--- src/rtl/ftpg_pkg.sv ---
package ftpg_pkg;

    parameter int unsigned MAX_DEPTH = 5;
    localparam int unsigned DEPTH_W  = $clog2(MAX_DEPTH + 1);
    localparam int unsigned LANE_W   = $clog2(MAX_DEPTH);

    // pattern select codes
    localparam logic [2:0] PAT_COUNT = 3'b001;
    localparam logic [2:0] PAT_LAST  = 3'b010;
    localparam logic [2:0] PAT_TAIL  = 3'b011;
    localparam logic [2:0] PAT_PAIR  = 3'b100;

    localparam logic [7:0] BYTE_MARK = 8'h7B;
    localparam logic [7:0] BYTE_PAIR = 8'h47;

    typedef enum logic [1:0] {
        PH_IDLE  = 2'd0,
        PH_DATA  = 2'd1,
        PH_CHECK = 2'd2
    } phase_e;

    typedef struct packed {
        logic [2:0]         pat;
        logic [DEPTH_W-1:0] depth;
    } cfg_t;

    function automatic logic [DEPTH_W-1:0] decode_depth(input logic [1:0] sel);
        case (sel)
            2'b01:   return DEPTH_W'(4);
            2'b10:   return DEPTH_W'(1);
            default: return DEPTH_W'(5);
        endcase
    endfunction

    function automatic logic [7:0] tail_byte(input logic [LANE_W-1:0] lane);
        case (lane)
            LANE_W'(0): return 8'h7B;
            LANE_W'(1): return 8'hAF;
            LANE_W'(2): return 8'h99;
            LANE_W'(3): return 8'hFA;
            default:    return 8'hB7;
        endcase
    endfunction

endpackage

--- src/rtl/ftpg_frame_timer.sv ---
module ftpg_frame_timer
    import ftpg_pkg::*;
#(
    parameter int unsigned DATA_BYTES  = 223,
    parameter int unsigned CHECK_BYTES = 32,
    parameter int unsigned CNT_W       = 11
) (
    input  logic              clk,
    input  logic              rst_n,
    input  logic              bit_en,
    input  logic [2:0]        pat_sel,
    input  logic [1:0]        depth_sel,
    output phase_e            phase,
    output logic [2:0]        bit_idx,
    output logic [CNT_W-1:0]  byte_idx,
    output logic [LANE_W-1:0] lane,
    output cfg_t              cfg,
    output logic              frame_start
);

    typedef struct packed {
        phase_e             phase;
        logic [2:0]         bit_idx;
        logic [CNT_W-1:0]   byte_idx;
        logic [LANE_W-1:0]  lane;
        cfg_t               cfg;
    } tmr_t;

    tmr_t tmr_d, tmr_q;
    logic start_d;
    logic [CNT_W-1:0]  data_last;
    logic [CNT_W-1:0]  check_last;
    logic [LANE_W-1:0] lane_last;

    always_comb begin
        tmr_d      = tmr_q;
        start_d    = 1'b0;
        data_last  = CNT_W'(DATA_BYTES * tmr_q.cfg.depth - 1);
        check_last = CNT_W'(CHECK_BYTES * tmr_q.cfg.depth - 1);
        lane_last  = LANE_W'(tmr_q.cfg.depth - 1'b1);

        if (bit_en) begin
            case (tmr_q.phase)
                PH_IDLE: start_d = 1'b1;
                PH_DATA: begin
                    tmr_d.bit_idx = tmr_q.bit_idx + 3'd1;
                    if (tmr_q.bit_idx == 3'd7) begin
                        if (tmr_q.byte_idx == data_last) begin
                            tmr_d.phase    = PH_CHECK;
                            tmr_d.byte_idx = '0;
                            tmr_d.lane     = '0;
                        end else begin
                            tmr_d.byte_idx = tmr_q.byte_idx + 1'b1;
                            tmr_d.lane     = (tmr_q.lane == lane_last) ? '0
                                                                       : tmr_q.lane + 1'b1;
                        end
                    end
                end
                PH_CHECK: begin
                    tmr_d.bit_idx = tmr_q.bit_idx + 3'd1;
                    if (tmr_q.bit_idx == 3'd7) begin
                        if (tmr_q.byte_idx == check_last) begin
                            start_d = 1'b1;
                        end else begin
                            tmr_d.byte_idx = tmr_q.byte_idx + 1'b1;
                        end
                    end
                end
                default: tmr_d.phase = PH_IDLE;
            endcase
        end

        // frame boundary: restart counters and capture the selects
        if (start_d) begin
            tmr_d.phase     = PH_DATA;
            tmr_d.bit_idx   = 3'd0;
            tmr_d.byte_idx  = '0;
            tmr_d.lane      = '0;
            tmr_d.cfg.pat   = pat_sel;
            tmr_d.cfg.depth = decode_depth(depth_sel);
        end
    end

    always_ff @(posedge clk or negedge rst_n) begin
        if (!rst_n) begin
            tmr_q           <= '0;
            tmr_q.phase     <= PH_IDLE;
            tmr_q.cfg.depth <= DEPTH_W'(1);
        end else begin
            tmr_q <= tmr_d;
        end
    end

    assign phase       = tmr_q.phase;
    assign bit_idx     = tmr_q.bit_idx;
    assign byte_idx    = tmr_q.byte_idx;
    assign lane        = tmr_q.lane;
    assign cfg         = tmr_q.cfg;
    assign frame_start = start_d;

endmodule

--- src/rtl/ftpg_byte_src.sv ---
module ftpg_byte_src
    import ftpg_pkg::*;
#(
    parameter int unsigned DATA_BYTES = 223,
    parameter int unsigned CNT_W      = 11
) (
    input  cfg_t              cfg,
    input  logic [CNT_W-1:0]  byte_idx,
    input  logic [LANE_W-1:0] lane,
    output logic [7:0]        byte_val
);

    int total;
    int idx;
    int dep;
    logic is_last;
    logic in_tail;
    logic in_pair;

    always_comb begin
        dep      = int'(cfg.depth);
        total    = int'(DATA_BYTES) * dep;
        idx      = int'(byte_idx);
        is_last  = (idx == total - 1);
        in_tail  = (idx >= total - dep);
        in_pair  = (idx >= total - 2 * dep);
        byte_val = 8'h00;

        case (cfg.pat)
            PAT_COUNT: byte_val = 8'(lane) + 8'd1;
            PAT_LAST:  byte_val = is_last ? BYTE_MARK : 8'h00;
            PAT_TAIL:  byte_val = in_tail ? tail_byte(lane) : 8'h00;
            PAT_PAIR: begin
                if (dep == 1) begin
                    byte_val = is_last ? BYTE_MARK : 8'h00;
                end else if (in_tail) begin
                    byte_val = BYTE_PAIR;
                end else if (in_pair) begin
                    byte_val = BYTE_MARK;
                end
            end
            default:   byte_val = 8'h00;
        endcase
    end

endmodule

--- src/rtl/ftpg_ready_trk.sv ---
module ftpg_ready_trk (
    input  logic clk,
    input  logic rst_n,
    input  logic frame_start,
    output logic ready
);

    typedef struct packed {
        logic seen;
        logic ready;
    } rdy_t;

    rdy_t rdy_d, rdy_q;

    always_comb begin
        rdy_d = rdy_q;
        if (frame_start) begin
            rdy_d.seen = 1'b1;
            if (rdy_q.seen) begin
                rdy_d.ready = 1'b1;
            end
        end
    end

    always_ff @(posedge clk or negedge rst_n) begin
        if (!rst_n) begin
            rdy_q <= '0;
        end else begin
            rdy_q <= rdy_d;
        end
    end

    assign ready = rdy_q.ready;

endmodule

--- src/rtl/frame_test_gen.sv ---
module frame_test_gen
    import ftpg_pkg::*;
#(
    parameter int unsigned DATA_BYTES  = 223,
    parameter int unsigned CHECK_BYTES = 32
) (
    input  logic       clk,
    input  logic       rst_n,
    input  logic       bit_en,
    input  logic [2:0] pat_sel,
    input  logic [1:0] depth_sel,
    output logic       msg_bit,
    output logic       frame_strobe,
    output logic       ready
);

    localparam int unsigned CNT_W = $clog2(DATA_BYTES * MAX_DEPTH);

    phase_e            phase;
    logic [2:0]        bit_idx;
    logic [CNT_W-1:0]  byte_idx;
    logic [LANE_W-1:0] lane;
    cfg_t              cfg;
    logic              frame_start;
    logic [7:0]        byte_val;

    ftpg_frame_timer #(
        .DATA_BYTES (DATA_BYTES),
        .CHECK_BYTES(CHECK_BYTES),
        .CNT_W      (CNT_W)
    ) u_timer (
        .clk        (clk),
        .rst_n      (rst_n),
        .bit_en     (bit_en),
        .pat_sel    (pat_sel),
        .depth_sel  (depth_sel),
        .phase      (phase),
        .bit_idx    (bit_idx),
        .byte_idx   (byte_idx),
        .lane       (lane),
        .cfg        (cfg),
        .frame_start(frame_start)
    );

    ftpg_byte_src #(
        .DATA_BYTES(DATA_BYTES),
        .CNT_W     (CNT_W)
    ) u_src (
        .cfg     (cfg),
        .byte_idx(byte_idx),
        .lane    (lane),
        .byte_val(byte_val)
    );

    ftpg_ready_trk u_ready (
        .clk        (clk),
        .rst_n      (rst_n),
        .frame_start(frame_start),
        .ready      (ready)
    );

    // outputs are decoded from registered state only
    always_comb begin
        frame_strobe = (phase == PH_DATA);
        msg_bit      = frame_strobe ? byte_val[3'd7 - bit_idx] : 1'b0;
    end

endmodule

--- config.mk ---
export PLATFORM = sky130hd
export DESIGN_NAME = frame_test_gen
export DESIGN_NICKNAME = d
export VERILOG_FILES = /design/src/rtl/ftpg_pkg.sv /design/src/rtl/ftpg_frame_timer.sv /design/src/rtl/ftpg_byte_src.sv /design/src/rtl/ftpg_ready_trk.sv /design/src/rtl/frame_test_gen.sv
export SDC_FILE = /design/constraint.sdc
export NUM_CORES = 1
export LEC_CHECK = 0
export BUFFER_PORTS_ARGS = -buffer_cell sky130_fd_sc_hd__buf_4
export CAP_MARGIN = 20
export CORE_MARGIN = 3
export CORE_UTILIZATION = 35
export DETAILED_ROUTE_END_ITERATION = 16
export REMOVE_ABC_BUFFERS = 1
export SETUP_SLACK_MARGIN = 0.2
export SLEW_MARGIN = 10
export SYNTH_ARGS = -nofsm -noshare
export SYNTH_HDL_FRONTEND = slang
export SYNTH_SLANG_ARGS = --single-unit
--- constraint.sdc ---
create_clock -name clk -period 8.2 [get_ports clk]
set_clock_uncertainty 0.1 [all_clocks]
set_input_delay 0.41 -clock clk [delete_from_list [all_inputs] [get_ports clk]]
set_output_delay 0.41 -clock clk [all_outputs]
set_load 0.01 [all_outputs]
---- After elaboration in Yosys (flattened, before gate mapping) ----
Cells that the tools add are included.
word-level totals
  ROM bits ................................ 0
  output and inout port bits .............. 3
  logic and storage cells ................. 85
  memories ................................ 0
  memory bits (writable) .................. 0
  bits in latches ......................... 0
  bits of input ports ..................... 8
  bits in registers ....................... 27
operators by class
  order comparisons ....................... 3
  reductions and logical operators ........ 12
  multipliers ............................. 2
  shift-type cells ........................ 0
  $add $sub $neg .......................... 11
  bitwise gates (word level) .............. 0
  equality and inequality tests ........... 22
  mux-type cells .......................... 27
  div/mod/pow operators ................... 0
operators with widths
  cell                     count
  $ge A12 B32 Y1           2
  $pmux W8 S4              2
  $eq A12 B32 Y1           1
  $sub A32 B2 Y32 const B  1
  $sub A32 B4 Y32          1
  $sub A32 B5 Y32          1
  $mux W14                 2
  $pmux W14 S2             1
  $mux W25                 1
  $mux W8                  3
  $eq A11 B11 Y1           2
  $mul A8 B3 Y11 const A   2
  $mux W11                 2
  $mux W19                 1
  $eq A3 B2 Y1 const B     5
  $mux W7                  2
  $add A11 B1 Y11 const B  1
  $sub A11 B1 Y11 const B  1
  $sub A8 B1 Y9 const B    1
  $add A3 B1 Y3 const B    2
  $eq A3 B1 Y1 const B     2
  $eq A3 B3 Y1 const B     2
  $mux W3                  2
  $ne A3 B1 Y1 const B     2
  25 further kinds         35

---- Depth between registers and ports, before layout ----
  word-level depth ........................ 10
  gate-level depth with buffers ........... 13
  depth with buffers taken out ............ 11

---- Hierarchy ----
A second synthesis with hierarchy kept.
second synthesis, totals
  cell total of the unflattened synthesis .. 475
  area, all modules ....................... 4006.3 µm²
by module, submodules not included
  module            sequential area each (µm²)  area an instance (µm²)  times used  cells each
  ftpg_byte_src     0.0                         2184.6                  1           282
  ftpg_frame_timer  601.8                       1680.4                  1           184
  frame_test_gen    0.0                         76.3                    1           5
  ftpg_ready_trk    50.0                        65.1                    1           4

---- Worst setup path after synthesis ----
No wires, ideal clock.
  kind .................................... register to output
  start ................................... reg u_timer.cfg[0] (netlist name)
  end ..................................... out msg_bit
  stages on the path, launching flop included .. 14
  path slack .............................. 4732 ps
  required time ........................... 7690 ps
  arrival ................................. 2958 ps
  cell sequence ........................... dfstp_2 -> buf_4 -> inv_1 -> ha_1 -> buf_6 -> xnor2_1 -> ha_1 -> o21ai_0 -> a31oi_1 -> o21ai_0 -> a21oi_1 -> o32ai_1 -> a32o_1 -> a311oi_1
on the way
  longest elaborated chain between the ends .. 10
  elaborated cells on any way between the ends .. 17
ends and longest elaborated chain
  item                             line                  source
  $mul A8 B3 Y11                   ftpg_byte_src.sv:22   total = int'(DATA_BYTES) * dep;
  $sub A32 B5 Y32                  ftpg_byte_src.sv:26   in_pair = (idx >= total - 2 * dep);
  $ge A12 B32 Y1                   ftpg_byte_src.sv:26
  $mux W7                          ftpg_byte_src.sv:38   end else if (in_pair) begin
  $mux W8                          ftpg_byte_src.sv:36   end else if (in_tail) begin
  $mux W8                          ftpg_byte_src.sv:34   if (dep == 1) begin
  $pmux W8 S4 *                    ftpg_byte_src.sv:29   case (cfg.pat)
  $bmux W1 S3 *                    frame_test_gen.sv:65  msg_bit = frame_strobe ? byte_val[3'd7 - bit_idx] : 1'b0;
  $mux W1 (not written as such) *  frame_test_gen.sv:65
  $mux W1 *                        frame_test_gen.sv:65
  to (decl)                        frame_test_gen.sv:12  output logic msg_bit,
Every way passes the cells marked *; elsewhere a longest branch is shown, timed or not. The select of a mux whose other input is x is not followed.

---- Final worst setup path ----
  start ................................... reg u_timer.cfg[0] (netlist name)
  end ..................................... out msg_bit
on the way
  longest elaborated chain between the ends .. 10
  elaborated cells on any way between the ends .. 17
ends and longest elaborated chain
  item                             line
  $mul A8 B3 Y11                   ftpg_byte_src.sv:22
  $sub A32 B5 Y32                  ftpg_byte_src.sv:26
  $ge A12 B32 Y1                   ftpg_byte_src.sv:26
  $mux W7                          ftpg_byte_src.sv:38
  $mux W8                          ftpg_byte_src.sv:36
  $mux W8                          ftpg_byte_src.sv:34
  $pmux W8 S4 *                    ftpg_byte_src.sv:29
  $bmux W1 S3 *                    frame_test_gen.sv:65
  $mux W1 (not written as such) *  frame_test_gen.sv:65
  $mux W1 *                        frame_test_gen.sv:65
Marked as above.

==> results.md <==
* Area Growth Syn to Fin at 8.412%
* Crit. End Element: output pin
* Mean post-synth cell area at between 8 and 9 um^2
* GPL Wtd Cong at 0.8772
* Synth unique cells at 58
* Max-slew violations at 0
* Nets at around 350
* Post-Syn Area at 2529 um^2
* Sum of buffers and inverters on the critical path at 2
* Share of post-route cells with drive strength above 1 at under 10%
* Sequential share of the synthesized area at 25.78%
* Die Span X at slightly above 90 um
* Drt drc at 0
* Number of vias per cell at 5.378
* DR WL/cell at roughly 15 um
* First-pass GRT wire length at 10320 um
* Routed vias at about 2200
* Synth Flop Type: dfrtp_1
* Critical path class: flip-flop to output pin
* H-tree depth at 1
* Die ar. at 8281 um^2
* Slowest CP cell: dfstp_2
* Number of enable flip-flop cells after synthesis at 0
* Post-route setup TNS at 0 ps
* Initial antenna violation count at 0
* Tmin final at 4221 ps
* Fmax at 236.9 MHz
* Core region area at 6907 um^2
* CTS clk-pin slew, worst paths at 90 ps
* CTS sink count at 26
* DP Wirelength at 4561 um
* Starting Density at 36.61%
* Total grt overflow at 0
* Delay of the slowest critical-path stage at 700 ps
* Vias in the first global route at 2082
* Worst Path Max Fanout at 15
* Initial DRC count at 112
* VDD IR max at 0.0001379 V
* Final ANT Viol Nets at 0
* Total CTS buffers at 3
* Mapped Cells at 301
* Total track usage at approximately 15%
* Max-cap violations at 0
* Ant. Diodes at 0
* Cell family with most CP delay: compound AO/OA/AOI/OAI gates
* Post-CTS setup buffers at 0
* Critical Path RT at 7690 ps
* RSZ-0062 raised after global routing: false
* # rows at 30
* Status: finished, final reports clean
* Final period util at between 50% and 60%
* CTS tree: done
* Ys async rst share at 100.0%
* Clock root cell: clkbuf_8
* Finished Cell Area at 2741 um^2
* Pleak at 1.153 nW
* Hold crit path type: input port to flip-flop
* PortBufs at 10
* Final setup viols at 0
* DRT Pass-1 Iters at 4
* Power per cell area at 359.4 nW/um^2
* Largest net degree at the start of global routing at 27
* Syn. warnings at 0
* I/O pin count at 11
* Crit path arrival time at 3710 ps
* Chip height at approximately 90 um
* Critical-path cell list: inv_1 -> ha_1 -> xnor2_1 -> ha_1 -> o21ai_0 -> a31oi_1 -> o21ai_0 -> a21oi_1 -> o32ai_1 -> a32o_1 -> a311oi_1 -> buf_4
* WL final at between 5000 and 6000 um
* Placed inst area at about 2700 um^2
* Synthesized flop and latch total at 26
* CTS max path bufs at 2
* Worst-Margin Slew at 595.9 ps
* Worst skew pair latency at approximately 280 ps
* Final Hold Vio Count at 0
* Relative slew margins at 59.90%
* Crit start category: flip-flop
==> cells in the mapped netlist, drive strengths merged (2+ instances only) <==
| cell | n | area share (%) |
|---|---|---|
| a211oi | 6 | 1.8 |
| a21o | 4 | 1.2 |
| a21oi | 18 | 3.6 |
| a22o | 3 | 1.0 |
| a311oi | 2 | 0.69 |
| a31oi | 4 | 0.99 |
| and3 | 3 | 0.74 |
| and3b | 2 | 0.69 |
| buf | 6 | 1.8 |
| clkbuf | 7 | 1.0 |
| dfrtp | 25 | 25 |
| ha | 32 | 16 |
| inv | 34 | 5.0 |
| mux2 | 4 | 1.8 |
| mux2i | 2 | 0.79 |
| nand2 | 24 | 3.6 |
| nand2b | 6 | 1.5 |
| nand3 | 6 | 1.2 |
| nand4 | 7 | 1.7 |
| nor2 | 13 | 1.9 |
| nor2b | 5 | 1.2 |
| nor3 | 7 | 1.4 |
| nor3b | 7 | 2.1 |
| nor4 | 3 | 0.74 |
| o211ai | 2 | 0.59 |
| o21a | 2 | 0.59 |
| o21ai | 23 | 4.6 |
| o22ai | 8 | 2.0 |
| or4 | 3 | 1.0 |
| xnor2 | 8 | 2.8 |
| xor2 | 3 | 1.3 |
==> path summary, 6_finish.rpt <==
path | start | to | slack [ps] | cells after the start
worst max register to register | u_timer.cfg[0] | u_timer.byte_idx[3] | 4430 | 9
min in group asynchronous | rst_n | u_ready.ready | 490 | 2
worst min register to register | u_ready.ready | u_ready.ready | 380 | 1
worst max-delay path | u_timer.cfg[0] | msg_bit | 3980 | 12
max in group asynchronous | rst_n | u_timer.cfg[0] | 7180 | 2
worst min-delay path | pat_sel[1] | u_timer.cfg[4] | 270 | 2
==> repair_timing <==
action	in CTS	in global routing
endpoints found under the hold margin	25	0
resized for setup	0	0
hold buffers	1	0
endpoints found under the setup margin	0	0
==> registers in the layout, indices dropped and copies added (netlist names) <==
signal and count:
u_timer.byte_idx 11, u_timer.cfg 5, u_timer.bit_idx 3, u_timer.lane 3, u_timer.phase 2, u_ready.rdy_q 1, u_ready.ready 1
==> area by class of cell <==
| class | instances | area, um^2 |
|---|---|---|
| clock buffers | 3 | 41.29 |
| clock inverters | 1 | 30.03 |
| multi-input cells | 228 | 1678 |
| flip-flops and latches | 26 | 651.9 |
| well taps | 96 | 120.1 |
| fillers | 718 | 4165 |
| inverters | 34 | 127.6 |
| repair buffers | 12 | 92.59 |
==> routing by layer <==
layer,up-vias,part of all wire (%),global-route usage (%),wire (um)
li1,1100,-,-,-
met1,1019,52,21.91,3097
met2,28,45,23.61,2693
met3,4,1.7,0.5800,98
met4,0,0.67,2.136,40
met5,-,0,0,0
==> power breakdown <==
part	total, mW	internal [mW]	switching [mW]
clock network	0.109	0.0654	0.0433
registers	0.283	0.176	0.107
logic	0.593	0.271	0.322
total	0.985	0.513	0.472
==> metrics by stage <==
stage / hold WS (ps) / total power, mW / worst slack [ps] / util (%) / cells
floorplan: 14.41 / 0.7158 / 4717 / - / 288
global placement: 249.7 / 0.8654 / 4403 / 38.51 / 395
detailed placement: 249.4 / 0.8746 / 4298 / 38.51 / 395
CTS: 263.7 / 0.9900 / 3978 / 39.69 / 400
global route: 255.8 / 1.092 / 3733 / 39.69 / 400
finish: 270.9 / 0.9851 / 3979 / 39.69 / 400
==> cells by family (layout without fill, tap and decap cells) <==
| logic type | count (synthesis) | after routing | share of synthesized area, % |
|---|---|---|---|
| buffers and inverters | 47 | 50 | 7.867 |
| muxes | 6 | 6 | 2.573 |
| xor gates and xnor gates | 13 | 13 | 5.938 |
| and+or+nand+nor | 93 | 93 | 20.39 |
| adders and majority gates | 32 | 32 | 15.83 |
| AOI/OAI and AO/OA | 84 | 84 | 21.62 |
| DFF | 26 | 26 | 25.78 |
==> placed cells by master, fill, tap and decap left out, types with 4 or more instances in the layout <==
master / instances
dfrtp_1: 25
nand2b_1: 6
nand3_1: 6
o22ai_1: 8
buf_4: 11
nor3b_1: 7
xnor2_1: 8
nor2_1: 13
nor2b_1: 5
inv_1: 34
nor3_1: 7
o21ai_0: 22
a21o_1: 4
a21oi_1: 18
a211oi_1: 6
ha_1: 32
nand4_1: 7
mux2_2: 4
a31oi_1: 4
nand2_1: 24
Power figures use the tool's default switching activity.
